<file path="src/rtl/pcd_snapshot.sv">
module pcd_snapshot #(
  parameter int PW = 8
) (
  input  logic          clk,
  input  logic          rst_n,
  input  logic          primed,
  input  logic          cap,
  input  logic [PW-1:0] pin,
  input  logic [PW-1:0] is_in,
  output logic [PW-1:0] snap,
  output logic          pend
);
  logic          load_now;
  logic [PW-1:0] watched_diff;

  // Load on the priming edge after reset, or on a read capture
  assign load_now = !primed || cap;

  always_ff @(posedge clk or negedge rst_n) begin
    if (!rst_n) snap <= '0;
    else if (load_now) snap <= pin;
  end

  assign watched_diff = (pin ^ snap) & is_in;
  assign pend         = primed && (|watched_diff);
endmodule

</file>
<file path="src/rtl/pcd_irq_merge.sv">
module pcd_irq_merge #(
  parameter int NP = 2
) (
  input  logic          clk,
  input  logic          rst_n,
  input  logic [NP-1:0] pend,
  output logic          irq_pull
);
  logic any_pend;

  assign any_pend = |pend;

  // One register stage removes glitches from the combinational compare
  always_ff @(posedge clk or negedge rst_n) begin
    if (!rst_n) irq_pull <= 1'b0;
    else        irq_pull <= any_pend;
  end
endmodule

</file>
<file path="src/rtl/port_change_irq.sv">
module port_change_irq #(
  parameter int NP = 2,
  parameter int PW = 8
) (
  input  logic             clk,
  input  logic             rst_n,
  input  logic [NP*PW-1:0] pin_lvl,
  input  logic [NP*PW-1:0] pin_is_in,
  input  logic [NP-1:0]    rd_capture,
  output logic [NP*PW-1:0] snap_val,
  output logic [NP-1:0]    port_pend,
  output logic             irq_pull
);
  localparam int TOTAL_PINS = NP * PW;

  logic prime_done;

  always_ff @(posedge clk or negedge rst_n) begin
    if (!rst_n) prime_done <= 1'b0;
    else        prime_done <= 1'b1;
  end

  for (genvar k = 0; k < NP; k++) begin : g_port
    pcd_snapshot #(.PW(PW)) snap_i (
      .clk    (clk),
      .rst_n  (rst_n),
      .primed (prime_done),
      .cap    (rd_capture[k]),
      .pin    (pin_lvl[k*PW +: PW]),
      .is_in  (pin_is_in[k*PW +: PW]),
      .snap   (snap_val[k*PW +: PW]),
      .pend   (port_pend[k])
    );
  end

  pcd_irq_merge #(.NP(NP)) merge_i (
    .clk      (clk),
    .rst_n    (rst_n),
    .pend     (port_pend),
    .irq_pull (irq_pull)
  );

  // Width sanity for the packed port vectors
  initial begin
    if (TOTAL_PINS != $bits(pin_lvl)) $error("pin vector width mismatch");
  end
endmodule

</file>
<file path="config.mk">
export PLATFORM = sky130hd
export DESIGN_NAME = port_change_irq
export DESIGN_NICKNAME = d
export VERILOG_FILES = /design/src/rtl/pcd_snapshot.sv /design/src/rtl/pcd_irq_merge.sv /design/src/rtl/port_change_irq.sv
export SDC_FILE = /design/constraint.sdc
export NUM_CORES = 1
export LEC_CHECK = 0
export BUFFER_PORTS_ARGS = -buffer_cell sky130_fd_sc_hd__buf_4
export CAP_MARGIN = 20
export CORE_MARGIN = 1.5
export CORE_UTILIZATION = 42
export DETAILED_ROUTE_END_ITERATION = 12
export PLACE_DENSITY_LB_ADDON = 0.08
export SETUP_SLACK_MARGIN = 0.5
export SYNTH_ARGS = -nofsm -noshare
export SYNTH_HDL_FRONTEND = slang
export SYNTH_SLANG_ARGS = --single-unit
export TNS_END_PERCENT = 20
</file>
<file path="constraint.sdc">
create_clock -name clk -period 1.32 [get_ports clk]
set_input_delay 0.066 -clock clk [delete_from_list [all_inputs] [get_ports clk]]
set_output_delay 0.066 -clock clk [all_outputs]
set_load 0.01 [all_outputs]
</file>
Yosys cells after proc, flatten, opt, wreduce, memory -nomap -nowiden
Index checks and enable logic that the tools add are counted.

Bitwise gates (word level): 4. Reduce and logical (&&, ||, !) cells: 8.

Operators with widths (count): $and 8x8->8 (2); $reduce_or 8->1 (2); $xor 8x8->8 (2); $logic_and 1x1->1 (2); $logic_or 1x1->1 (2); $reduce_or 2->1 (1); $logic_not 1->1 (1).

Bits of input ports: 36. Flip-flop bits (word level): 18. Logic and storage cells: 16.

Depth between registers and ports, before layout
Depth after elaboration: 5. Mapped depth: 4.

Hierarchy
A second synthesis with hierarchy kept.

Cells, all modules: 68. Area, all modules: 960.9 um2.

By module, submodules not included: pcd_snapshot (times used 2, cells each 32, area an instance 450.4 um2); pcd_irq_merge (times used 1, cells each 2, area an instance 31.3 um2); port_change_irq (times used 1, cells each 2, area an instance 28.8 um2).

Worst setup path after synthesis
OpenSTA, ideal clock, no wires.

Path kind: reg-to-reg. Start: reg g_port[0].snap_i.snap[1]. End: reg merge_i.irq_pull. Slack: 0.082 ns. Cell stages (with the launch flop): 5. Arrival: 1.114 ns. Setup time: 0.124 ns. Clock period less this slack: 1.238 ns. Path buffers: 0. Required time: 1.196 ns. Cells stage by stage: dfrtp_1 > xor2_1 > a22oi_1 > a41oi_1 > or2_1.

Longest elaborated chain between the ends: 5.

Ends and longest elaborated chain: from (decl) (line pcd_snapshot.sv:10) `output logic [PW-1:0] snap,`; from (signal assigned) (line pcd_snapshot.sv:21) `else if (load_now) snap <= pin;`; $xor 8x8->8 (line pcd_snapshot.sv:24) `assign watched_diff = (pin ^ snap) & is_in;`; $and 8x8->8 (line pcd_snapshot.sv:24); $reduce_or 8->1 (line pcd_snapshot.sv:25) `assign pend = primed && (|watched_diff);`; $logic_and 1x1->1 (line pcd_snapshot.sv:25); net g_port[0].snap_i.pend (line pcd_snapshot.sv:11) `output logic pend`; $reduce_or 2->1 (line pcd_irq_merge.sv:11) `assign any_pend = |pend;`; net merge_i.any_pend (line pcd_irq_merge.sv:9) `logic any_pend;`; to (signal assigned) (line pcd_irq_merge.sv:16) `else irq_pull <= any_pend;`; to (decl) (line pcd_irq_merge.sv:7) `output logic irq_pull`.

The timed path passes the listed nets, and every way through them passes these cells. A chain may end at the register's enable or synchronous reset.

Final worst setup path
Start: reg g_port[0].snap_i.snap[5]. End: out port_pend[0].

Longest elaborated chain between the ends: 4.

Ends and longest elaborated chain: $xor 8x8->8 (line pcd_snapshot.sv:24); $and 8x8->8 (line pcd_snapshot.sv:24); $reduce_or 8->1 (line pcd_snapshot.sv:25); $logic_and 1x1->1 (line pcd_snapshot.sv:25); to (decl) (line port_change_irq.sv:11) `output logic [NP-1:0] port_pend,`.

No other way between the ends.

==> run metrics <==
outcome=finished, violations left; violated checks=setup timing; Die Ht=between 40 and 50 µm; Initial DRC Count=4; fmax=0.6829 GHz; initial core utilization=0.4519; Vias/cell=4.873; Pwr Density=slightly below 900 nW/µm²; total I/O pin count=between 50 and 60; vias in the first global route=786; CTS clk-pin slew, worst paths=100 ps; WL final=2.371 mm; critical path peak fanout=2; RSZ-0062 raised after global routing=yes; library cells used by synthesis=13; largest net degree at the start of global routing=19; largest family of logic cells by synthesized area=multiplexers; Critical Path AT=1400 ps; Die Width=49.41 µm; grt ovf=0; Critical Path Start Type=register; post-synthesis xor/xnor area fraction=0.1549; DRT antenna net count=0; worst path buffer plus inverter count=1; hold path startpoint=pin_lvl[12]; switching pwr=0.3769 mW; global-route wire length before repair=3.470 mm; commonest non-fill, non-tap cell in the layout=buf_4; Synth Area in Compound Gates=0.09129; number of buffers created by CTS=3; Total Power=1.384 mW; Core Box Area=between 2000 and 2500 µm²; Cells after Synth=between 60 and 70; Buffers on Ports=54; Hold Path Cell Cnt=2; reg2reg setup slack=30 ps; Total GRT Usage=0.1889; synth top area cells=dfrtp_1, xor2_1, mux2_1, mux2_2, a22oi_1; htree depth=1; biggest area consumer among synthesized cells=dfrtp_1; max-cap violation count=0; initial antenna violation count=0; die area=2441 µm²; Vias=770; synthesized flop and latch total=18; critical path's top delay family=flip-flops; WP data required=1250 ps; total clock sinks=18; Final WS setup=-144.4 ps; DR WL/cell=around 15 µm; dpl cells=roughly 150; most frequent cells in the layout=buf_4, dfrtp_1, buf_6, mux2_4, xor2_1; layout cells sized above 1=0.6870; Worst VDD drop=656.1 µV; Seq/Total Area, Yosys=0.4979; R2R Path Start=g_port[0].snap_i.snap[5]; slowest stage delay, CP=a little over 400 ps; worst hold endpoint=g_port[1].snap_i.snap[4]; Placer Congestion=0.7730; root buffer cell=clkbuf_4; RR Endpoint=merge_i.irq_pull; Avg Inst Size Synth=13.11 µm²; CTS tree=yes; Longest Clk Path Bufs=2; mux cell area share after synthesis=0.1992; nets=169; area grow syn2layout=77.04%; worst r2r path cells=4; Worst Skew=~0.97 ps; DP HPWL=around 1.6 mm; switch share=0.2722; critical path's slowest cell=dfrtp_1; Internal Power=1.008 mW; Fill cells=between 100 and 150; register share of total power=0.465; Cell Area, Synth=904.6 µm²; Ant. Diodes=0; Setup CP Type=register to primary output; syn nets=105; Synthesis Warnings=0; hold crit path type=input port to register; TritonRoute pass-1 iters=3; minimum clock period=1464 ps; Yosys top cell area share=0.4979; Clock power frac=0.190; Combinational Power Share=0.345; crit-path cells=xor2_1, a22oi_1, a41oi_2, buf_4; worst skew pair latency=280 ps; filler-free cell count of the finished design=158; Synth Area in Simple Gates=0.02075; max-slew violations=0; Site Rows=16; crit share post-route=1.109; Final setup viols=2; final hold viol count=0; # DRC=0; CP Capture Type=primary output; Adder-Cell Fraction of Synth Area=0; leakage=roughly 0.81 nW
## power by group through the flow
| stage | Combinational (mW) | Clock (mW) | Sequential, mW |
|---|---|---|---|
| after global routing | 0.511 | 0.293 | 0.649 |
| after detailed placement | 0.353 | 0 | 0.648 |
| final | 0.478 | 0.263 | 0.644 |
| after CTS | 0.428 | 0.276 | 0.639 |
| after floorplan | 0.135 | 0 | 0.665 |
| after global placement | 0.349 | 0 | 0.644 |
## Yosys cell counts
cell type / instances
xor2_1: 16
a22oi_2: 1
or2_1: 1
buf_2: 2
buf_4: 2
a22oi_1: 7
conb_1: 1
inv_1: 1
a41oi_1: 2
nand2b_1: 2
mux2_2: 6
dfrtp_1: 18
mux2_1: 10
## timing repair
action                                  in CTS  in global routing
buffers inserted                             5                  2
hold buffers                                 1                  0
endpoints found under the setup margin      36                 36
pin swaps                                    5                  7
hold endpoints to repair                    18                  0
resized for setup                           23                 19
## sequential cells by signal (all words and copies together), names as in the netlist
signal,count
merge_i.irq_pull,1
g_port.snap_i.snap,16
prime_done,1
## metal layers
| layer | routed length, µm | part of all wire | GRT usage | up-vias |
|---|---|---|---|---|
| met4 | 14 | 0.0059 | 0.06944 | 0 |
| met3 | 140 | 0.059 | 0.03681 | 2 |
| li1 | - | - | - | 363 |
| met5 | 0 | 0 | 0 | - |
| met2 | 1241 | 0.52 | 0.3356 | 33 |
| met1 | 974 | 0.41 | 0.2249 | 372 |
## logic make-up (layout without fill, tap and decap cells)
logic type / count (synthesis) / in the layout
flops: 18 / 18
xor+xnor: 16 / 16
mux: 16 / 16
compound gates: 10 / 10
buf+inv: 5 / 67
simple gates: 3 / 3
other cells: 1 / 1
## how the worst max path moves through the flow
stage,startpoint,to,slack [ps],cells past startpoint
3_5_place_dp,g_port[1].snap_i.snap[3],merge_i.irq_pull,40,4
3_3_place_gp,g_port[1].snap_i.snap[3],merge_i.irq_pull,40,4
5_1_grt,g_port[0].snap_i.snap[0],port_pend[0],-210,4
2_1_floorplan,g_port[0].snap_i.snap[0],merge_i.irq_pull,110,4
4_1_cts,g_port[1].snap_i.snap[5],port_pend[1],-160,4
6_report,g_port[0].snap_i.snap[5],port_pend[0],-140,4
## stage by stage
step	setup slack, ps	setup TNS, ps	util	area, µm²	hold WS, ps
after detailed placement	40.46	0	0.6725	1346	-50.70
after floorplan	109.0	0	-	912.1	-229.6
after CTS	-155.8	-293.0	0.7525	1506	1.004
final	-144.4	-256.9	0.8000	1602	23.81
after global routing	-213.8	-410.6	0.8000	1602	10.31
after global placement	42.39	0	0.6725	1346	-50.62
## layout make-up
class                      instances  area (µm²)  area share
clock buffer                       3       22.52     0.01406
inverter                           1       3.754    0.002344
timing repair buffer              63       555.5      0.3469
sequential                        18       450.4      0.2812
multi-input combinational         46       535.5      0.3344
tap                               27       33.78     0.02109
Note: power is estimated with default switching activity, not from simulation.
